## config.mk

```make
export PLATFORM = sky130hd
export DESIGN_NAME = bmu_dual
export DESIGN_NICKNAME = d
export VERILOG_FILES = /design/src/rtl/bmu_pkg.sv /design/src/rtl/bmu_ctrl.sv /design/src/rtl/bmu_datapath.sv /design/src/rtl/bmu_dual.sv
export SDC_FILE = /design/constraint.sdc
export NUM_CORES = 1
export LEC_CHECK = 0
export BUFFER_PORTS_ARGS = -buffer_cell sky130_fd_sc_hd__buf_2
export CAP_MARGIN = 10
export CORE_MARGIN = 10
export CORE_UTILIZATION = 38
export CTS_BUF_LIST = sky130_fd_sc_hd__clkbuf_8
export DETAILED_ROUTE_END_ITERATION = 7
export GPL_ROUTABILITY_DRIVEN = 0
export PLACE_DENSITY = 0.56
export SETUP_SLACK_MARGIN = 0.5
export SLEW_MARGIN = 20
export SYNTH_ARGS = -nofsm -noshare
export SYNTH_HDL_FRONTEND = slang
export SYNTH_SLANG_ARGS = --single-unit
```

## constraint.sdc

```tcl
create_clock -name clk -period 5 [get_ports clk]
set_input_delay 1.25 -clock clk [delete_from_list [all_inputs] [get_ports clk]]
set_output_delay 1.25 -clock clk [all_outputs]
set_load 0.01 [all_outputs]
```

## src/rtl/bmu_pkg.sv

```systemverilog
`timescale 1ns/1ps
package bmu_pkg;
  // Rate-1/2 trellis: four code-pair hypotheses, doubled by the info-bit sign
  localparam int NUM_PAIRS = 4;
  localparam int NUM_CASES = 2 * NUM_PAIRS;

  typedef struct packed {
    logic load;      // capture a new set of branch values
    logic selTurbo;  // pick Log-MAP values over Hamming distances
  } bmuStrobes_t;
endpackage

```

## src/rtl/bmu_ctrl.sv

```systemverilog
`timescale 1ns/1ps
module bmu_ctrl
  import bmu_pkg::*;
(
  input  logic        clk,
  input  logic        rstN,
  input  logic        inValid,
  input  logic        turboMode,
  output bmuStrobes_t strobes,
  output logic        outValid
);
  always_comb begin
    strobes.load     = inValid;
    strobes.selTurbo = turboMode;
  end

  always_ff @(posedge clk) begin
    if (!rstN) outValid <= 1'b0;
    else       outValid <= inValid;
  end
endmodule

```

## src/rtl/bmu_datapath.sv

```systemverilog
`timescale 1ns/1ps
module bmu_datapath
  import bmu_pkg::*;
#(
  parameter int IN_W     = 8,
  parameter int LC_SHIFT = 1,
  localparam int MW      = IN_W + 3 + LC_SHIFT
) (
  input  logic                      clk,
  input  logic                      rstN,
  input  bmuStrobes_t               strobes,
  input  logic [IN_W-1:0]           sysIn,
  input  logic [IN_W-1:0]           parIn,
  input  logic [IN_W-1:0]           aprIn,
  output logic [NUM_CASES*MW-1:0]   metricsOut
);
  localparam int EXT_W = MW - IN_W;

  logic signed [MW-1:0] sysExt, parExt, aprExt;
  logic                 hardSys, hardPar;

  always_comb begin
    sysExt  = {{EXT_W{sysIn[IN_W-1]}}, sysIn};
    parExt  = {{EXT_W{parIn[IN_W-1]}}, parIn};
    aprExt  = {{EXT_W{aprIn[IN_W-1]}}, aprIn};
    // non-negative sample decides to bit 1
    hardSys = ~sysIn[IN_W-1];
    hardPar = ~parIn[IN_W-1];
  end

  for (genvar i = 0; i < NUM_CASES; i++) begin : gCase
    localparam logic HYP_U = 1'((i >> 2) & 1);
    localparam logic HYP_S = 1'((i >> 1) & 1);
    localparam logic HYP_P = 1'(i & 1);

    logic signed [MW-1:0] aprTerm, sysTerm, parTerm, chanSum, turboVal;
    logic        [MW-1:0] vitVal;
    logic        [1:0]    hamDist;
    logic        [MW-1:0] slotQ;

    always_comb begin
      // +-1 products realised as add or subtract
      aprTerm  = HYP_U ? aprExt : -aprExt;
      sysTerm  = HYP_S ? sysExt : -sysExt;
      parTerm  = HYP_P ? parExt : -parExt;
      chanSum  = sysTerm + parTerm;
      turboVal = aprTerm + (chanSum <<< LC_SHIFT);
      hamDist  = {1'b0, hardSys ^ HYP_S} + {1'b0, hardPar ^ HYP_P};
      if (i < NUM_PAIRS) vitVal = {{(MW-2){1'b0}}, hamDist};
      else               vitVal = '0;
    end

    always_ff @(posedge clk) begin
      if (!rstN)             slotQ <= '0;
      else if (strobes.load) slotQ <= strobes.selTurbo ? turboVal : vitVal;
    end

    assign metricsOut[i*MW +: MW] = slotQ;
  end
endmodule

```

## src/rtl/bmu_dual.sv

```systemverilog
`timescale 1ns/1ps
module bmu_dual
  import bmu_pkg::*;
#(
  parameter int IN_W     = 8,
  parameter int LC_SHIFT = 1,
  localparam int MW      = IN_W + 3 + LC_SHIFT
) (
  input  logic                    clk,
  input  logic                    rstN,
  input  logic                    inValid,
  input  logic                    turboMode,
  input  logic [IN_W-1:0]         sysIn,
  input  logic [IN_W-1:0]         parIn,
  input  logic [IN_W-1:0]         aprIn,
  output logic                    outValid,
  output logic [NUM_CASES*MW-1:0] metricsOut
);
  bmuStrobes_t strobes;

  bmu_ctrl uCtrl (
    .clk       (clk),
    .rstN      (rstN),
    .inValid   (inValid),
    .turboMode (turboMode),
    .strobes   (strobes),
    .outValid  (outValid)
  );

  bmu_datapath #(.IN_W(IN_W), .LC_SHIFT(LC_SHIFT)) uData (
    .clk        (clk),
    .rstN       (rstN),
    .strobes    (strobes),
    .sysIn      (sysIn),
    .parIn      (parIn),
    .aprIn      (aprIn),
    .metricsOut (metricsOut)
  );
endmodule

```

==> summary.md <==
| Metric | Value |
|---|---|
| Antenna Cells | 0 |
| Number of H-tree levels | 3 |
| I/O pins | around 130 |
| Crit Path Max Fanout | 4 |
| Post-Syn Instances | around 960 |
| Fin util | 0.470 |
| CTS Buf Count | 9 |
| Post-DP HPWL | 19.8 mm |
| Yosys warns | 0 |
| Outcome | complete, no violations |
| CP Capture Type | register |
| DR vias/cell | 5.18 |
| Chip width | between 150 and 200 µm |
| Critical path class | in2reg |
| Post-Syn Area | 7990 µm² |
| Max Cap Viol | 0 |
| Clk slew on worst S/H paths | 100 ps |
| Largest net degree at the start of global routing | 49 |
| Required time of the critical path | between 5000 and 6000 ps |
| Commonest cells after routing, fill and taps aside | buf_2, ha_1, dfxtp_1, inv_1, a21oi_1 |
| Maximum clock insertion buffer count | 2 |
| Crit path time final | about 4400 ps |
| Sequential-to-total area share from yosys stat | 0.220 |
| Vias | about 7000 |
| Placed cells | roughly 1300 |
| Startpoint types | input pin |
| Pins Over Slew Limit | 0 |
| Leading cell type in the layout, fill and taps excluded | buf_2 |
| Maximum clock rate | between 0.2 and 0.25 GHz |
| Layout cells sized above 1 | 0.220 |
| Primary FF master, synth | dfxtp_1 |
| 1st-iter DRT viols | between 300 and 400 |
| GRT Resource Usage Total | 0.175 |
| Antenna Nets Post-Route | 0 |
| P per Cell Area | roughly 360 nW/µm² |
| IO Port Bufs | 124 |
| Setup TNS | 0 ps |
| Clk sinks | 88 |
| Leakage | 4.44 nW |
| WL final | about 24 mm |
| Relative slew slack | 0.447 |
| Initial antenna violation count | 0 |
| Final Hold Vio Count | 0 |
| Overall die height | 165 µm |
| Core Box Area | between 20000 and 25000 µm² |
| Worst Tran Pin Value | between 800 and 900 ps |
| # DRC | 0 |
| Final period util | 0.888 |
| Post-Syn Area per Cell | between 8 and 9 µm² |
| Initial DRT Pass Iterations | 5 |
| Nets | about 1200 |
| Die area | between 20000 and 30000 µm² |
| Starting Density | 0.391 |
| Vias in the first global route | 6775 |
| Clock skew | 0 ps |
| VDD IR max | approximately 150 µV |
| Post-Layout Cell Count | 1359 |
| DR WL/cell | 17.9 µm |
| First-pass GRT wire length | about 37 mm |
| #FFs+latches synth | about 90 |
| Synth async-reset ratio | 0 |
| TritonCTS clock tree | yes |
| Setup-failing EPs final | 0 |
| Unrepaired setup endpoints after global routing | yes |
| Root Driver | clkbuf_8 |
| Netlist cell types | 57 |
| CP arrival | between 4000 and 5000 ps |
| Worst skew pair latency | roughly 370 ps |
| Gr ovfl total | 0 |
| EDFF count, synth | 0 |
| Row count | 52 |
| Synthesized Nets | 1114 |
| Area growth syn-to-layout | 20.1% |
| HP Class | reg2reg |
## worst max-delay path, stage by stage
cell and delay (ps):
buf_8 100, inv_4 50, ha_4 130, inv_2 40, or3_4 400, xor2_4 260, ha_4 260, a21oi_2 150
o21ai_2 80, a21o_1 190, a21o_1 220, xor2_4 240, ha_4 260, nand2_2 70, nor2_2 40, a211oi_2 220
nor2b_4 220, xor2_1 150, buf_4 140, o22ai_1 50, and2_1 180
## registers in the layout, indices dropped and copies added (netlist names)
signal	count
uData.gCase.slotQ	87
uCtrl.outValid	1
## through the flow
step           hold slack [ps]  setup WS (ps)  cell area [µm²]  power [mW]
2_1_floorplan              470            501             8030        2.22
3_3_place_gp               430           80.5             8950        2.80
3_5_place_dp               437           33.3             8950        2.81
4_1_cts                    452            471             9180        3.37
5_1_grt                    480            414             9600        3.72
6_report                   448            562             9600        3.46
## layout make-up
type / instances / area (µm²)
fillers: 2073 / 10800
flip-flops and latches: 88 / 1760
inverters: 82 / 315
multi-input cells: 751 / 6130
clock inverters: 6 / 77.6
repair buffers: 153 / 855
clock buffers: 9 / 124
well taps: 270 / 338
## power breakdown
group	switching, mW	total [mW]	internal, mW
Sequential	0.0458	0.834	0.788
Clock	0.269	0.543	0.274
Combinational	1.18	2.09	0.908
Total	1.49	3.46	1.97
## synthesized netlist by cell type, types with 2 or more instances
library cell    n  area share
a21oi_1        84       0.053
o21ai_0        51       0.032
nor2_2          3      0.0023
o21a_1         13       0.012
a31oi_1         2      0.0016
a221oi_2        2      0.0038
and2_1         33       0.026
o21ai_1        16       0.010
ha_1          116        0.18
nand2_1        52       0.024
xnor2_1        80       0.088
a211oi_1        3      0.0028
fa_1           12       0.030
nand4_1         4      0.0031
buf_4          12       0.011
inv_1          82       0.039
or3_1           2      0.0016
nor3_1         13      0.0081
o22ai_1        31       0.024
a21boi_0       12       0.011
mux2i_1         7      0.0088
and3_1          6      0.0047
nor2b_1        18       0.014
nor4_1          2      0.0016
clkbuf_1       24       0.011
a22o_1          2      0.0022
o2111ai_1       2      0.0022
xor2_1         39       0.043
nand3_1        17       0.011
dfxtp_1        88        0.22
o21bai_1       17       0.016
a21oi_2         7      0.0077
nor2_1         28       0.013
o21ba_2         2      0.0025
nand2b_1       17       0.013
a21o_1         38       0.036
## repair_timing
| item | 4_1_cts | 5_1_grt |
|---|---|---|
| resized for setup | 4 | 54 |
| hold buffers | 0 | 0 |
| setup buffers | 0 | 10 |
| pin swaps | 1 | 33 |
| endpoints found under the setup margin | 4 | 12 |
## layer usage
layer	part of all wire	routed length, µm	vias up	track usage
met5	0	0	-	0
met2	0.48	11500	138	0.290
li1	-	-	3587	-
met3	0.046	1120	15	0.0281
met4	0.012	297	0	0.0399
met1	0.47	11300	3295	0.232
## worst paths after layout
check                           start                  endpoint  slack [ps]  depth (start not counted)
max                          parIn[0]   uData.gCase[6].slotQ[9]         560                         21
min          uData.gCase[2].slotQ[11]  uData.gCase[2].slotQ[11]         450                          2
max reg2reg   uData.gCase[6].slotQ[9]   uData.gCase[6].slotQ[9]        4250                          3
min reg2reg  uData.gCase[2].slotQ[11]  uData.gCase[2].slotQ[11]         450                          2
## cell families (layout without fill, tap and decap cells)
kind of cell               after synthesis  after routing  share of synthesized area
and+or+nand+nor                        200            200                      0.129
buffers and inverters                  119            250                     0.0617
muxes                                    7              7                    0.00877
AOI/OAI and AO/OA                      296            296                      0.235
adders and majority gates              128            128                      0.212
xor gates and xnor gates               120            120                      0.133
DFF                                     88             88                      0.220
Power figures use the tool's default switching activity.
